`src/rtl/kmask_pkg.sv`:
```
package kmask_pkg;

    localparam int DATA_W = 64;
    localparam int KS_W   = 2 * DATA_W;
    localparam int ADDR_W = 32;
    localparam int BLK_W  = ADDR_W - 4;

    localparam logic [1:0] BURST_WRAP = 2'b10;

    typedef enum logic [1:0] {
        ST_IDLE,
        ST_PASS,
        ST_DECRYPT,
        ST_RESYNC
    } flow_state_e;

    // Counter block: nonce | version | zero-extended region | block address | 4'b0
    function automatic logic [KS_W-1:0] build_ctr(
        input logic [63:0]      nonce,
        input logic [15:0]      version,
        input logic [1:0]       region,
        input logic [BLK_W-1:0] blk
    );
        return {nonce, version, 14'b0, region, blk, 4'b0};
    endfunction

endpackage

```
`src/rtl/kmask_ks_fifo.sv`:
```
module kmask_ks_fifo
    import kmask_pkg::*;
#(
    parameter int DEPTH = 4,
    localparam int PTR_W = (DEPTH > 1) ? $clog2(DEPTH) : 1,
    localparam int CNT_W = $clog2(DEPTH + 1)
) (
    input  logic             clk,
    input  logic             rst_n,
    input  logic             flush,
    input  logic             push,
    input  logic [KS_W-1:0]  push_word,
    input  logic             pop,
    output logic [KS_W-1:0]  head_word,
    output logic [CNT_W-1:0] count
);

    logic [KS_W-1:0]  mem [DEPTH];
    logic [PTR_W-1:0] rd_ptr;
    logic [PTR_W-1:0] wr_ptr;

    function automatic logic [PTR_W-1:0] bump(input logic [PTR_W-1:0] p);
        return (p == PTR_W'(DEPTH - 1)) ? '0 : p + 1'b1;
    endfunction

    always_ff @(posedge clk or negedge rst_n) begin
        if (!rst_n) begin
            rd_ptr <= '0;
            wr_ptr <= '0;
            count  <= '0;
        end else if (flush) begin
            rd_ptr <= '0;
            wr_ptr <= '0;
            count  <= '0;
        end else begin
            if (push) wr_ptr <= bump(wr_ptr);
            if (pop)  rd_ptr <= bump(rd_ptr);
            count <= count + CNT_W'(push) - CNT_W'(pop);
        end
    end

    always_ff @(posedge clk) begin
        if (push && !flush) mem[wr_ptr] <= push_word;
    end

    assign head_word = mem[rd_ptr];

    assert_no_overflow_R6: assert property (@(posedge clk) disable iff (!rst_n)
        (push && !flush) |-> (count < CNT_W'(DEPTH)));

    assert_no_underflow_R11: assert property (@(posedge clk) disable iff (!rst_n)
        (pop && !flush) |-> (count != '0));

endmodule

```
`src/rtl/kmask_beat_walker.sv`:
```
module kmask_beat_walker
    import kmask_pkg::*;
#(
    parameter int PAGE_BITS = 12
) (
    input  logic              clk,
    input  logic              rst_n,
    input  logic              load,
    input  logic [ADDR_W-1:0] load_addr,
    input  logic [7:0]        load_len,
    input  logic [1:0]        load_burst,
    input  logic              step,
    output logic [ADDR_W-1:0] cur_addr
);

    logic [PAGE_BITS-1:0] win_mask;
    logic [PAGE_BITS-1:0] off;
    logic [PAGE_BITS-1:0] off_inc;
    logic [31:0]          wrap_span;

    assign wrap_span = ((32'(load_len) + 32'd1) << 3) - 32'd1;
    assign off       = cur_addr[PAGE_BITS-1:0];
    assign off_inc   = off + PAGE_BITS'(8);

    always_ff @(posedge clk or negedge rst_n) begin
        if (!rst_n) begin
            cur_addr <= '0;
            win_mask <= '1;
        end else if (load) begin
            cur_addr <= {load_addr[ADDR_W-1:3], 3'b000};
            win_mask <= (load_burst == BURST_WRAP) ? wrap_span[PAGE_BITS-1:0] : '1;
        end else if (step) begin
            cur_addr <= {cur_addr[ADDR_W-1:PAGE_BITS], (off & ~win_mask) | (off_inc & win_mask)};
        end
    end

    assert_page_kept_R9: assert property (@(posedge clk) disable iff (!rst_n)
        !load |=> (cur_addr[ADDR_W-1:PAGE_BITS] == $past(cur_addr[ADDR_W-1:PAGE_BITS])));

    assert_beat_aligned_R9: assert property (@(posedge clk) disable iff (!rst_n)
        cur_addr[2:0] == 3'b000);

endmodule

```
`src/rtl/kmask_flow.sv`:
```
module kmask_flow
    import kmask_pkg::*;
#(
    parameter int FIFO_DEPTH = 4,
    parameter int INFLIGHT_W = 4,
    parameter int PAGE_BITS  = 12
) (
    input  logic              clk,
    input  logic              rst_n,
    input  logic              ar_valid,
    input  logic              ar_ready,
    input  logic [ADDR_W-1:0] ar_addr,
    input  logic [7:0]        ar_len,
    input  logic [1:0]        ar_burst,
    input  logic              ar_cipher,
    input  logic [1:0]        ar_region,
    input  logic [63:0]       ar_nonce,
    input  logic [15:0]       ar_version,
    input  logic              s_rvalid,
    output logic              s_rready,
    input  logic [DATA_W-1:0] s_rdata,
    input  logic              s_rlast,
    output logic              m_rvalid,
    input  logic              m_rready,
    output logic [DATA_W-1:0] m_rdata,
    output logic              m_rlast,
    output logic              ks_req_valid,
    output logic [KS_W-1:0]   ks_req_ctr,
    input  logic              ks_rsp_valid,
    input  logic [KS_W-1:0]   ks_rsp_word
);

    localparam int CNT_W = $clog2(FIFO_DEPTH + 1);
    localparam int SUM_W = INFLIGHT_W + 1;

    flow_state_e state, state_n;

    logic [1:0]        b_region;
    logic [63:0]       b_nonce;
    logic [15:0]       b_version;

    logic              ctx_valid;
    logic [1:0]        ctx_region;
    logic [63:0]       ctx_nonce;
    logic [15:0]       ctx_version;
    logic [BLK_W-1:0]  head_blk;
    logic [BLK_W-1:0]  req_blk;
    logic [INFLIGHT_W-1:0] keep_cnt;
    logic [INFLIGHT_W-1:0] drop_cnt;

    logic [ADDR_W-1:0] beat_addr;
    logic [BLK_W-1:0]  need_blk;
    logic              need_half;
    logic [KS_W-1:0]   head_word;
    logic [CNT_W-1:0]  fifo_count;
    logic [DATA_W-1:0] ks_mask;

    logic ar_fire, load, beat_take, last_take;
    logic ctx_match, ks_hit, credit_ok;
    logic fifo_push, fifo_pop, fifo_flush, rsp_kept;

    assign ar_fire   = ar_valid && ar_ready;
    assign load      = ar_fire && (state == ST_IDLE);
    assign beat_take = s_rvalid && s_rready;
    assign last_take = beat_take && s_rlast;
    assign need_blk  = beat_addr[ADDR_W-1:4];
    assign need_half = beat_addr[3];

    assign ctx_match = ctx_valid && (ctx_region == b_region) && (head_blk == need_blk);
    assign ks_hit    = ctx_match && (fifo_count != '0);
    assign credit_ok = (SUM_W'(fifo_count) + SUM_W'(keep_cnt)) < SUM_W'(FIFO_DEPTH);
    assign ks_mask   = need_half ? head_word[KS_W-1:DATA_W] : head_word[DATA_W-1:0];

    assign fifo_flush = (state == ST_RESYNC);
    assign rsp_kept   = ks_rsp_valid && (drop_cnt == '0);
    assign fifo_push  = rsp_kept && !fifo_flush;
    assign fifo_pop   = beat_take && (state == ST_DECRYPT) && need_half;

    kmask_beat_walker #(.PAGE_BITS(PAGE_BITS)) walker_i (
        .clk        (clk),
        .rst_n      (rst_n),
        .load       (load),
        .load_addr  (ar_addr),
        .load_len   (ar_len),
        .load_burst (ar_burst),
        .step       (beat_take),
        .cur_addr   (beat_addr)
    );

    kmask_ks_fifo #(.DEPTH(FIFO_DEPTH)) fifo_i (
        .clk       (clk),
        .rst_n     (rst_n),
        .flush     (fifo_flush),
        .push      (fifo_push),
        .push_word (ks_rsp_word),
        .pop       (fifo_pop),
        .head_word (head_word),
        .count     (fifo_count)
    );

    // State register
    always_ff @(posedge clk or negedge rst_n) begin
        if (!rst_n) state <= ST_IDLE;
        else        state <= state_n;
    end

    // Transitions
    always_comb begin
        state_n = state;
        unique case (state)
            ST_IDLE:    if (ar_fire) state_n = ar_cipher ? ST_DECRYPT : ST_PASS;
            ST_PASS:    if (last_take) state_n = ST_IDLE;
            ST_DECRYPT: begin
                if (!ctx_match)     state_n = ST_RESYNC;
                else if (last_take) state_n = ST_IDLE;
            end
            ST_RESYNC:  state_n = ST_DECRYPT;
            default:    state_n = ST_IDLE;
        endcase
    end

    // Outputs
    always_comb begin
        s_rready     = 1'b0;
        m_rvalid     = 1'b0;
        m_rdata      = '0;
        ks_req_valid = 1'b0;
        unique case (state)
            ST_PASS: begin
                s_rready = m_rready;
                m_rvalid = s_rvalid;
                m_rdata  = s_rdata;
                ks_req_valid = ctx_valid && credit_ok;
            end
            ST_DECRYPT: begin
                if (ks_hit) begin
                    s_rready = m_rready;
                    m_rvalid = s_rvalid;
                    m_rdata  = s_rdata ^ ks_mask;
                end
                ks_req_valid = ctx_valid && credit_ok && ctx_match;
            end
            ST_IDLE:   ks_req_valid = ctx_valid && credit_ok;
            ST_RESYNC: ks_req_valid = 1'b0;
            default:   ks_req_valid = 1'b0;
        endcase
    end

    assign m_rlast    = s_rlast;
    assign ks_req_ctr = build_ctr(ctx_nonce, ctx_version, ctx_region, req_blk);

    // Burst context captured at the address handshake
    always_ff @(posedge clk or negedge rst_n) begin
        if (!rst_n) begin
            b_region  <= '0;
            b_nonce   <= '0;
            b_version <= '0;
        end else if (load) begin
            b_region  <= ar_region;
            b_nonce   <= ar_nonce;
            b_version <= ar_version;
        end
    end

    // Keystream sequence bookkeeping
    always_ff @(posedge clk or negedge rst_n) begin
        if (!rst_n) begin
            ctx_valid   <= 1'b0;
            ctx_region  <= '0;
            ctx_nonce   <= '0;
            ctx_version <= '0;
            head_blk    <= '0;
            req_blk     <= '0;
            keep_cnt    <= '0;
            drop_cnt    <= '0;
        end else if (state == ST_RESYNC) begin
            ctx_valid   <= 1'b1;
            ctx_region  <= b_region;
            ctx_nonce   <= b_nonce;
            ctx_version <= b_version;
            head_blk    <= need_blk;
            req_blk     <= need_blk;
            keep_cnt    <= '0;
            drop_cnt    <= drop_cnt + keep_cnt - INFLIGHT_W'(ks_rsp_valid);
        end else begin
            if (ks_rsp_valid && (drop_cnt != '0)) drop_cnt <= drop_cnt - 1'b1;
            keep_cnt <= keep_cnt + INFLIGHT_W'(ks_req_valid) - INFLIGHT_W'(rsp_kept);
            if (ks_req_valid) req_blk  <= req_blk + 1'b1;
            if (fifo_pop)     head_blk <= head_blk + 1'b1;
        end
    end

    assert_stall_hides_beat_R4: assert property (@(posedge clk) disable iff (!rst_n)
        (s_rvalid && m_rready && !s_rready) |-> !m_rvalid);

    assert_take_is_forwarded_R11: assert property (@(posedge clk) disable iff (!rst_n)
        (s_rvalid && s_rready) |-> (m_rvalid && m_rready));

    assert_credit_limit_R6: assert property (@(posedge clk) disable iff (!rst_n)
        (SUM_W'(fifo_count) + SUM_W'(keep_cnt)) <= SUM_W'(FIFO_DEPTH));

    assert_resync_then_wait_R8: assert property (@(posedge clk) disable iff (!rst_n)
        (state == ST_RESYNC) |=> ((state == ST_DECRYPT) && !s_rready));

    assert_rsp_expected_R8: assert property (@(posedge clk) disable iff (!rst_n)
        ks_rsp_valid |-> ((SUM_W'(keep_cnt) + SUM_W'(drop_cnt)) != '0));

    assert_idle_closed_R10: assert property (@(posedge clk) disable iff (!rst_n)
        (state == ST_IDLE) |-> (!s_rready && !m_rvalid));

endmodule

```
`config.mk`:
```
export PLATFORM = sky130hd
export DESIGN_NAME = kmask_flow
export DESIGN_NICKNAME = d
export VERILOG_FILES = /design/src/rtl/kmask_pkg.sv /design/src/rtl/kmask_ks_fifo.sv /design/src/rtl/kmask_beat_walker.sv /design/src/rtl/kmask_flow.sv
export SDC_FILE = /design/constraint.sdc
export NUM_CORES = 1
export LEC_CHECK = 0
export BUFFER_PORTS_ARGS = -buffer_cell sky130_fd_sc_hd__buf_2
export CORE_MARGIN = 2
export CORE_UTILIZATION = 40
export CTS_CLUSTER_DIAMETER = 40
export CTS_CLUSTER_SIZE = 30
export DETAILED_ROUTE_END_ITERATION = 12
export GPL_TIMING_DRIVEN = 0
export PLACE_DENSITY_LB_ADDON = 0.12
export SYNTH_ARGS = -nofsm -noshare
export SYNTH_HDL_FRONTEND = slang
export SYNTH_HIERARCHICAL = 1
export SYNTH_SLANG_ARGS = --single-unit
```
`constraint.sdc`:
```
create_clock -name clk -period 11.1 [get_ports clk]
set_input_delay 0.555 -clock clk [delete_from_list [all_inputs] [get_ports clk]]
set_output_delay 0.555 -clock clk [all_outputs]
set_load 0.02 [all_outputs]
```
* Word-level counts from Yosys, hierarchy flattened *
Memories as Yosys holds them, arrays and structs flattened.
Index checks and enable logic that the tools add are counted.

word-level totals
  memory bits (writable) = 512
  register bits = 282
  logic and storage cells = 107
  memories = 1
  bits of input ports = 325

cells by class
  $lt $le $gt $ge = 1
  add/sub/neg operators = 15
  bitwise logic cells = 5
  muxes and demuxes = 32
  equality and inequality tests = 9
  reduce and logical (&&, ||, !) cells = 26

memories
  memory      words  width  rd ports  clocked after Yosys merged registers in  wr ports  line                 RTL
  fifo_i.mem  4      128    1         0                                        1         kmask_ks_fifo.sv:18  logic [KS_W-1:0] mem [DEPTH];

operator list
  kind                   count
  $mux 64                2
  $pmux 64 s2            1
  $mux 28                4
  $xor 64x64->64         1
  $add 28x1->28 const B  2
  $mux 32                1
  $eq 28x28->1           1
  $and 12x12->12         2
  $mux 12                2
  $mux 2                 10
  $logic_and 1x1->1      15
  $add 12x4->12 const B  1
  $mux 4                 3
  $not 12->12            1
  $or 12x12->12          1
  $sub 12x1->12 const B  1
  $eq 2x2->1 const B     5
  $reduce_bool 2->1      5
  $add 8x1->9 const B    1
  $pmux 2 s4             1
  $sub 4x1->4            2
  $add 3x4->5            1
  $lt 5x3->1 const B     1
  $add 2x1->2 const B    2
  18 further kinds       22

* Longest topological paths before layout *
  word-level depth = 11
  mapped depth = 16
  gate-level depth less buffers = 12

* By module *
Netlist, hierarchy kept.

modules (own cells, without submodules)
  module             times used  seq. area each (um^2)  cells each  area an instance (um^2)
  kmask_ks_fifo      1           15549.9                707         18899.4
  kmask_flow         1           5780.5                 1418        13563.0
  kmask_beat_walker  1           962.2                  179         1999.4

* Worst setup path after synthesis *
No wires, ideal clock.

  path kind = register to register
  start = register state[1]
  end = memory fifo_i/mem[0][0] (netlist bit), enable pin
  stages on the path, launching flop included = 9
  slack = 5.617 ns
  buffers on the path = 3
  data arrival time = 4.980 ns
  clock period less this slack = 5.483 ns
  library setup time = 0.503 ns
  cell sequence = dfrtp_1 > ha_1 > clkbuf_1 > clkinv_1 > clkbuf_1 > buf_1 > and3_1 > nor2b_1 > and2_1

on the way
  cells in the longest elaborated chain, start to end = 6

ends and longest elaborated chain
  what                          line                 RTL
  from (decl)                   kmask_flow.sv:36     flow_state_e state, state_n;
  from (signal assigned)        kmask_flow.sv:104    else state <= state_n;
  $eq 2x2->1                    kmask_flow.sv:74     assign fifo_flush = (state == ST_RESYNC);
  via fifo_flush                kmask_flow.sv:60     logic fifo_push, fifo_pop, fifo_flush, rsp_kept;
  $logic_not 1->1               kmask_flow.sv:76     assign fifo_push = rsp_kept && !fifo_flush;
  $logic_and 1x1->1             kmask_flow.sv:76
  via fifo_push                 kmask_flow.sv:60
  $logic_and 1x1->1             kmask_ks_fifo.sv:43  if (push && !flush) mem[wr_ptr] <= push_word;
  $mux 1                        kmask_ks_fifo.sv:43
  $mux 1 (not written as such)  kmask_ks_fifo.sv:43
  to (decl)                     kmask_ks_fifo.sv:18

The timed path passes the listed nets, and every way through them passes these cells.

* Worst setup path in the final report *
  start = register b_region[0]
  end = output port m_rdata[29]

on the way
  cells in the longest elaborated chain, start to end = 6

ends and longest elaborated chain
  what                             line               RTL
  from (decl)                      kmask_flow.sv:38   logic [1:0] b_region;
  from (signal assigned)           kmask_flow.sv:159  b_region <= ar_region;
  $eq 2x2->1                       kmask_flow.sv:69   assign ctx_match = ctx_valid && (ctx_region == b_region) && (head_blk == need_blk);
  $logic_and 1x1->1 (2 in series)  kmask_flow.sv:69
  $logic_and 1x1->1                kmask_flow.sv:70   assign ks_hit = ctx_match && (fifo_count != '0);
  $mux 64                          kmask_flow.sv:136  if (ks_hit) begin
  $pmux 64 s2                      kmask_flow.sv:128  unique case (state)
  to (decl)                        kmask_flow.sv:25   output logic [DATA_W-1:0] m_rdata,

No other way between the ends.

==> impl_metrics.tcl <==
set metrics [dict create \
    maxCapViolations 0 \
    nNetsFinal 3335 \
    syn_inst 2300 \
    cp-start-kind "flip-flop" \
    hold_violations 0 \
    port_buffers 497 \
    grt_pass1_vias 24136 \
    arrival_ns 5.09 \
    syn_area_per_cell_sq_um 15.0 \
    ir_worst_vdd_mv 0.156 \
    clock.fmax_mhz 177 \
    grt_pass1_wl_um 158000 \
    status "finished clean" \
    dpl_cell_area_sq_um 38800 \
    initial_utilization 0.404 \
    nFillCells 7356 \
    crit_type "flip-flop to output port" \
    rows 107 \
    drtIter0Drc 2031 \
    tightestPinTransition_ns 1.40 \
    stdcell_area_sq_um 43500 \
    post_drt_wl_per_cell_um 25.3 \
    layout_common_cells "519 x buf_2, 512 x edfxtp_1, 267 x dfrtp_1" \
    pin_count 521 \
    rsz0062_at_grt "false" \
    postRouteAntennaNets 0 \
    yosys_warnings 6 \
    grt_use_met2 0.396 \
    worstHoldPathCells 1 \
    cts_buffers 133 \
    syn-cell-area_sq_um 34400 \
    place_hpwl_um 76600 \
    ff2ff_path_depth 13 \
    clk_pin_slew_ns 0.06 \
    vias 23355 \
    dieArea_sq_um 88500 \
    htree_levels 4 \
    final_layout_size_suffix_gt1_frac 0.366 \
    use_met3 0.0704 \
    max-clock-path-buffers 3 \
    dr.pass1.iters 5 \
    drcViolationCount 0 \
    die_x_um 297 \
    die_h_um 297 \
    fin_crit_sh 0.509 \
    grt_max_degree 109 \
    cts_tree "yes" \
    grt_antenna_before_repair 40 \
    routabilityCongestion 0.882 \
    use_met1 0.308 \
    syn2layout_area_growth_pct 26.2 \
    routed_wl_um 107000 \
    grtUsageTotal 0.242 \
    overflow 0 \
    finalMaxSlewViolations 0 \
    finalSetupTns_ns 0 \
    required_ns 10.55 \
    p_leak_nw 16.4 \
    critPathCaptureType "output port" \
    hold_ws_ns 0.0422 \
    critPathMaxFanout 10 \
    final_common_cell "buf_2" \
    root_buffer "clkbuf_16" \
    gr-max-usage-layer "met2" \
    skew_ns 0.0400 \
    cts-resized-gates 0 \
    core_sq_um 85300 \
    powerDensity_nw_per_um2 256 \
    finalCriticalPeriod_ns 5.65 \
    clk_latency_ns 0.73 \
    clock-sinks 788 \
    final-setup-viol-count 0 \
    hold_class "input port to flip-flop" \
    viasPerCell 5.51 \
    slew_headroom 0.0635 \
]
[flip-flops by register name (all words and copies together), names as in the netlist, 2 cells and up]
register and cells:
b_version 16, b_nonce 64, state 2, head_blk 28, walker_i/win_mask 9, walker_i/cur_addr 29
b_region 2, drop_cnt 4, fifo_i/wr_ptr 2, ctx_version 16, ctx_region 2, req_blk 28
fifo_i/count 3, ctx_nonce 64, fifo_i/mem 512, keep_cnt 4, fifo_i/rd_ptr 2
[per-layer routing]
layer / share of wire / routed length, um
met5: 0.0026 / 282
met4: 0.027 / 2940
met3: 0.075 / 8020
met2: 0.48 / 51900
met1: 0.41 / 44100
[worst max-delay path, cell delays in order, from the launching register on]
cell      delay, ns
dfrtp_1        0.40
xnor2_1        0.41
nand4_1        0.16
nor4_1         0.69
and4_1         0.30
clkbuf_1       0.16
clkbuf_1       0.55
clkbuf_1       1.01
nand3_1        0.22
a31oi_1        0.27
buf_2          0.21
[final cells by class]
type / count / area [sq um] / area share
clock buffers: 154 / 3510 / 0.0807
plain buffers: 151 / 762 / 0.0175
clock inverters: 89 / 1020 / 0.0236
well taps: 1144 / 1430 / 0.0329
diodes: 8 / 20.0 / 0.000461
inverters: 31 / 116 / 0.00268
flip-flops and latches: 788 / 22300 / 0.513
repair buffers: 525 / 2960 / 0.0681
multi-input cells: 1347 / 11300 / 0.261
[where the power goes]
| group | switching (mW) | leakage (nW) | internal [mW] |
|---|---|---|---|
| Combinational | 1.84 | 6.17 | 1.13 |
| Clock | 1.51 | 2.18 | 2.58 |
| Sequential | 0.420 | 8.01 | 3.65 |
| Total | 3.77 | 16.4 | 7.37 |
[repair_timing]
item                                   CTS  global route
setup buffers                            0             0
endpoints found under the hold margin  112             0
hold buffers                            15             0
[per-stage QoR]
step	cells	setup WS (ns)	util	total power [mW]
detailed placement	3971	6.28	0.454	7.09
finish	4237	5.45	0.510	11.1
floorplan	2317	5.62	-	5.85
global route	4233	5.45	0.510	11.6
global placement	3958	1.83	0.450	7.01
CTS	4229	5.49	0.509	11.2
[path summary, 6_finish.rpt]
kind | slack (ns) | endpoint | startpoint
min in group asynchronous | 0.39 | ctx_nonce[58]$_DFFE_PN0P_ | rst_n
max | 5.45 | m_rdata[29] | b_region[0]$_DFFE_PN0P_
min | 0.04 | fifo_i/mem[0][79]$_DFFE_PP_ | ks_rsp_word[79]
max reg2reg | 6.22 | walker_i/cur_addr[11]$_DFFE_PN0P_ | b_region[0]$_DFFE_PN0P_
min reg2reg | 0.48 | drop_cnt[3]$_DFFE_PN0P_ | drop_cnt[3]$_DFFE_PN0P_
max in group asynchronous | 9.72 | ctx_nonce[37]$_DFFE_PN0P_ | rst_n
Note: power is estimated with default switching activity, not from simulation.
